File: src/rtl/tpc_pkg.sv
package tpc_pkg;

  localparam int STW = 4;

  typedef enum logic [STW-1:0] {
    ST_RESET  = 4'd0,
    ST_IDLE   = 4'd1,
    ST_DR_SEL = 4'd2,
    ST_DR_CAP = 4'd3,
    ST_DR_SHF = 4'd4,
    ST_DR_EX1 = 4'd5,
    ST_DR_PAU = 4'd6,
    ST_DR_EX2 = 4'd7,
    ST_DR_UPD = 4'd8,
    ST_IR_SEL = 4'd9,
    ST_IR_CAP = 4'd10,
    ST_IR_SHF = 4'd11,
    ST_IR_EX1 = 4'd12,
    ST_IR_PAU = 4'd13,
    ST_IR_EX2 = 4'd14,
    ST_IR_UPD = 4'd15
  } tpc_state_e;

  function automatic tpc_state_e tpc_next_state(tpc_state_e s, logic m);
    tpc_state_e n;
    unique case (s)
      ST_RESET:  n = m ? ST_RESET  : ST_IDLE;
      ST_IDLE:   n = m ? ST_DR_SEL : ST_IDLE;
      ST_DR_SEL: n = m ? ST_IR_SEL : ST_DR_CAP;
      ST_DR_CAP: n = m ? ST_DR_EX1 : ST_DR_SHF;
      ST_DR_SHF: n = m ? ST_DR_EX1 : ST_DR_SHF;
      ST_DR_EX1: n = m ? ST_DR_UPD : ST_DR_PAU;
      ST_DR_PAU: n = m ? ST_DR_EX2 : ST_DR_PAU;
      ST_DR_EX2: n = m ? ST_DR_UPD : ST_DR_SHF;
      ST_DR_UPD: n = m ? ST_DR_SEL : ST_IDLE;
      ST_IR_SEL: n = m ? ST_RESET  : ST_IR_CAP;
      ST_IR_CAP: n = m ? ST_IR_EX1 : ST_IR_SHF;
      ST_IR_SHF: n = m ? ST_IR_EX1 : ST_IR_SHF;
      ST_IR_EX1: n = m ? ST_IR_UPD : ST_IR_PAU;
      ST_IR_PAU: n = m ? ST_IR_EX2 : ST_IR_PAU;
      ST_IR_EX2: n = m ? ST_IR_UPD : ST_IR_SHF;
      ST_IR_UPD: n = m ? ST_DR_SEL : ST_IDLE;
      default:   n = ST_RESET;
    endcase
    return n;
  endfunction

  function automatic logic tpc_is_shift(tpc_state_e s);
    return (s == ST_DR_SHF) || (s == ST_IR_SHF);
  endfunction

endpackage

File: src/rtl/tpc_step.sv
module tpc_step
  import tpc_pkg::*;
(
  input  logic       tck,
  input  logic       rst_n,
  input  logic       tms,
  output tpc_state_e cur
);
  tpc_state_e nxt;

  always_comb nxt = tpc_next_state(cur, tms);

  always_ff @(posedge tck or negedge rst_n) begin
    if (!rst_n) cur <= ST_RESET;
    else        cur <= nxt;
  end
endmodule

File: src/rtl/tpc_decode.sv
module tpc_decode
  import tpc_pkg::*;
(
  input  tpc_state_e cur,
  output logic       in_reset,
  output logic       cap_dr,
  output logic       shf_dr,
  output logic       upd_dr,
  output logic       cap_ir,
  output logic       shf_ir,
  output logic       upd_ir,
  output logic       shift_any
);
  always_comb begin
    in_reset  = (cur == ST_RESET);
    cap_dr    = (cur == ST_DR_CAP);
    shf_dr    = (cur == ST_DR_SHF);
    upd_dr    = (cur == ST_DR_UPD);
    cap_ir    = (cur == ST_IR_CAP);
    shf_ir    = (cur == ST_IR_SHF);
    upd_ir    = (cur == ST_IR_UPD);
    shift_any = tpc_is_shift(cur);
  end
endmodule

File: src/rtl/tpc_oe.sv
module tpc_oe (
  input  logic tck,
  input  logic rst_n,
  input  logic shift_any,
  output logic oe
);
  always_ff @(negedge tck or negedge rst_n) begin
    if (!rst_n) oe <= 1'b0;
    else        oe <= shift_any;
  end
endmodule

File: src/rtl/tpc_ctrl.sv
module tpc_ctrl
  import tpc_pkg::*;
#(
  parameter bit HAS_TRST = 1'b1
) (
  input  logic           tck,
  input  logic           trst_n,
  input  logic           tms,
  output logic [STW-1:0] state,
  output logic           test_rst,
  output logic           cap_dr,
  output logic           shf_dr,
  output logic           upd_dr,
  output logic           cap_ir,
  output logic           shf_ir,
  output logic           upd_ir,
  output logic           tdo_en
);
  logic       rst_n;
  logic       shift_any;
  tpc_state_e cur;

  generate
    if (HAS_TRST) begin : g_trst
      assign rst_n = trst_n;
    end else begin : g_no_trst
      assign rst_n = 1'b1;
    end
  endgenerate

  tpc_step u_step (
    .tck   (tck),
    .rst_n (rst_n),
    .tms   (tms),
    .cur   (cur)
  );

  tpc_decode u_dec (
    .cur       (cur),
    .in_reset  (test_rst),
    .cap_dr    (cap_dr),
    .shf_dr    (shf_dr),
    .upd_dr    (upd_dr),
    .cap_ir    (cap_ir),
    .shf_ir    (shf_ir),
    .upd_ir    (upd_ir),
    .shift_any (shift_any)
  );

  tpc_oe u_oe (
    .tck       (tck),
    .rst_n     (rst_n),
    .shift_any (shift_any),
    .oe        (tdo_en)
  );

  assign state = cur;
endmodule

File: config.mk
export PLATFORM = sky130hd
export DESIGN_NAME = tpc_ctrl
export DESIGN_NICKNAME = d
export VERILOG_FILES = /design/src/rtl/tpc_pkg.sv /design/src/rtl/tpc_step.sv /design/src/rtl/tpc_decode.sv /design/src/rtl/tpc_oe.sv /design/src/rtl/tpc_ctrl.sv
export SDC_FILE = /design/constraint.sdc
export NUM_CORES = 1
export LEC_CHECK = 0
export ABC_AREA = 1
export BUFFER_PORTS_ARGS = -buffer_cell sky130_fd_sc_hd__buf_2
export CORE_AREA = 2 2 39 41
export DETAILED_ROUTE_END_ITERATION = 16
export DIE_AREA = 0 0 41 43
export MAX_ROUTING_LAYER = met4
export PLACE_DENSITY_LB_ADDON = 0.08
export SYNTH_ARGS = -nofsm -noshare
export SYNTH_HDL_FRONTEND = slang
export SYNTH_SLANG_ARGS = --single-unit
File: constraint.sdc
create_clock -name tck -period 3 [get_ports tck]
set_input_delay 0.15 -clock tck [delete_from_list [all_inputs] [get_ports tck]]
set_output_delay 0.15 -clock tck [all_outputs]
set_load 0.01 [all_outputs]
# --- Yosys cells after proc, flatten, opt, wreduce, memory -nomap -nowiden ---
# Cells that the tools add are included.
word_totals:
  inputBits: 3
  ram_bits: 0
  rom_bits: 0
  n_memories: 0
  reg_bits: 5
  out_inout_bits: 12
  latchBits: 0
classes:
  shifts: 0
  reduce_logical: 5
  order_cmp: 0
  n_mux: 13
  add_sub_neg: 0
  eq_ne: 15
  n_div: 0
  bitwise: 0
  multipliers: 0
op_table:
  columns: ["cell", "n"]
  rows:
  - ["$pmux W4 S12", 1]
  - ["$eq A4 B4 Y1 const B", 8]
  - ["$eq A4 B3 Y1 const B", 4]
  - ["$mux W4", 4]
  - ["$eq A4 B2 Y1 const B", 2]
  - ["$mux W2", 3]
  - ["$mux W3", 2]
  - ["$eq A4 B1 Y1 const B", 1]
  - ["$logic_not A4 Y1", 1]
  - ["$reduce_or A2 Y1", 2]
  - ["$mux W1", 3]
  - ["$reduce_or A3 Y1", 1]
  - ["$logic_or A1 B1 Y1", 1]

# --- Logic depth before layout (Yosys ltp) ---
depth:
  word_depth: 3
  depth_mapped: 7

# --- Hierarchy ---
# Synthesis repeated with hierarchy kept, for this count alone.
hier_totals:
  hier_cells: 78
  hier_area_um2: 446.7
modules_own_cells:
  columns: ["mod", "cells_each", "n_inst", "seq_area_each_um2", "area_per_inst_um2"]
  rows:
  - ["tpc_step", 55, 1, 100.1, 335.3]
  - ["tpc_decode", 22, 1, 0.0, 86.3]
  - ["tpc_oe", 1, 1, 25.0, 25.0]

==> out/qor.yml <==
status: "finished clean"
cts-root-buf: "clkbuf_4"
worstPathArrival_ns: 1.03
post-cts-setup-buffer-count: 0
top_usage_layer: "met2"
avgViaCountPerCell: 4.89
power_switching_uw: 265
setup_tns_ns: 0
worstSkewPairLatency_ns: 0.26
postCtsHoldBufs: 1
grt_usage: 0.162
grt_max_degree: 8
vdd_drop_max_mv: 0.385
num_antenna_cells: 0
finalHoldViolations: 0
synth-compound-area-share: 0.122
synthArstFlopShare: 1.00
die-area_um2: 1760
grt_pass1_wl_um: 1850
final_util: 0.389
setup_viol: 0
yosysUniqueCellTypes: 19
drt-pass1-iter-count: 4
holdCritPathClass: "in2reg"
tightestPinTransition_ns: 0.290
yosysSeqAreaShare: 0.304
criticalPathCategory: "reg2reg"
crit_fanout: 7
clkTransAtPathRegs_ns: 0.05
drt-wirelength-per-cell_um: 11.2
nNetsFinal: 93
slew_headroom: 0.806
cts_max_level: 1
synth_edf_count: 0
netlist_instances: 70
fin_worst_skew_ns: 0.0113
required_ns: 1.60
hold_slack_ns: 0.205
synth-seq-cells: 5
fillers: 161
maxCapViolCount: 0
synth_fa_ha_area_frac: 0
r2r_slack_ns: 0.57
cts.repair.resized: 0
ys_warn_count: 0
synth_area_leaders: "dfrtp_1 24%, nand2_1 21%, inv_1 9.1%"
internal_power_uw: 254
syn-num-nets: 73
clock_path_buffers: 2
synth_area_leader_cell: "dfrtp_1"
cp-end-kind: "flip-flop"
cts_num_sinks: 5
synth-main-ff-cell: "dfrtp_1"
synthTopCellsByCount: "23 x nand2_1, 10 x inv_1, 8 x nor2_1"
sw_frac_of_total: 0.511
vias: 513
grt_overflow: 0
start_util: 0.297
drtIter0Drc: 13
ios: 15
drive_above_1_share: 0.258
cts_made_buffers: 3
gp_congestion: 0.881
pwr-share-comb: 0.576
gr-usage-met2: 0.234
syn_area_um2: 412
cts_tree: "yes"
post-place-ws_ns: 0.575
row_count: 14
fin_cells: 105
p_leak_nw: 0.335
antenna_found_initial: 0
clockPowerShare: 0.159
max_stage_delay_ns: 0.48
place_inst: 100
rsz0062_at_grt: "no"
antenna_left: 0
drc: 0
drt-total-wl_um: 1180
portBuffers: 14
synth_top_family_by_area: "simple AND/OR/NAND/NOR gates"
yosysMostFrequentCell: "nand2_1"
powerDensity_nw_per_um2: 964
final_max_slew_viol_count: 0
dp_hpwl_um: 928
cpMaxStageDelayCell: "dfrtp_1"
yosys.area_share.simple: 0.456
cp-start-kind: "flip-flop"
syn_to_final_growth_pct: 30.7
core_um2: 1380
fin_ws_ns: 0.570
synthMuxAreaShare: 0
syn_area_per_cell_um2: 5.88
grt_pass1_vias: 431
use_met1: 0.209
synth-xor-area-share: 0
synth_top_area_frac: 0.243
gr-usage-met3: 0.0157
die_x_um: 41
crit_chain: "nor2_1 -> inv_1 -> o22ai_1"
seqPwrFrac: 0.265
fp.dieH_um: 43
layout make-up:
class / instances / area, µm² / area share
inverters: 13 / 48.8 / 0.0907
well taps: 16 / 20.0 / 0.0372
repair buffers: 15 / 80.1 / 0.149
multi-input cells: 52 / 238 / 0.442
clock buffers: 4 / 26.3 / 0.0488
flip-flops and latches: 5 / 125 / 0.233
cell families after synthesis:
logic type / after synthesis
AOI/OAI and AO/OA: 9
buffers and inverters: 13
DFF: 5
and+or+nand+nor: 43
path summary, 6_finish.rpt:
path,start,to,cells past startpoint
min reg2reg,u_step.cur[3],u_step.cur[2],3
max reg2reg,u_step.cur[0],u_oe.oe,3
min in group asynchronous,trst_n,u_step.cur[0],2
min,tms,u_step.cur[3],3
max,u_step.cur[0],u_oe.oe,3
max in group asynchronous,trst_n,u_oe.oe,2
state kept, by name, summed over array words and instances (netlist names):
name / count
u_oe.oe: 1
u_step.cur: 4
placed cells by master (no fill, tap or decap), drive strengths merged:
| cell type | netlist | final |
|---|---|---|
| o22ai | 1 | 1 |
| dlygate4sd3 | 0 | 1 |
| nand2 | 24 | 24 |
| nor2 | 11 | 11 |
| clkinv | 1 | 1 |
| a21oi | 3 | 3 |
| nand4 | 1 | 1 |
| clkbuf | 0 | 4 |
| o21bai | 1 | 1 |
| a31oi | 1 | 1 |
| nor3 | 1 | 1 |
| nand3 | 6 | 6 |
| inv | 12 | 12 |
| buf | 0 | 14 |
| dfrtn | 1 | 1 |
| o21ai | 3 | 3 |
| dfrtp | 4 | 4 |
worst max-delay path: cells and delay by family, from the launching register on:
kind / cells / cell delay [ns]
AO/OA/AOI/OAI: 1 / 0.07
buffers and inverters: 1 / 0.09
flip-flops: 1 / 0.48
AND/OR/NAND/NOR: 1 / 0.14
layer usage:
metal / up-vias / wire [µm]
met2: 24 / 573
met4: 0 / 23
met3: 2 / 76
met5: - / 0
met1: 231 / 503
li1: 256 / -
stage by stage:
step / power [mW] / area, µm²
after floorplan: 0.344 / 412
after global placement: 0.444 / 502
after detailed placement: 0.438 / 502
after CTS: 0.524 / 538
after global routing: 0.572 / 538
final: 0.519 / 538
power groups by stage:
stage | clock (mW) | combinational (mW) | sequential [mW]
3_3_place_gp | 0 | 0.307 | 0.137
4_1_cts | 0.0851 | 0.301 | 0.138
2_1_floorplan | 0 | 0.197 | 0.148
3_5_place_dp | 0 | 0.299 | 0.139
5_1_grt | 0.0877 | 0.339 | 0.145
6_report | 0.0823 | 0.299 | 0.138
Note: power is estimated with default switching activity, not from simulation.
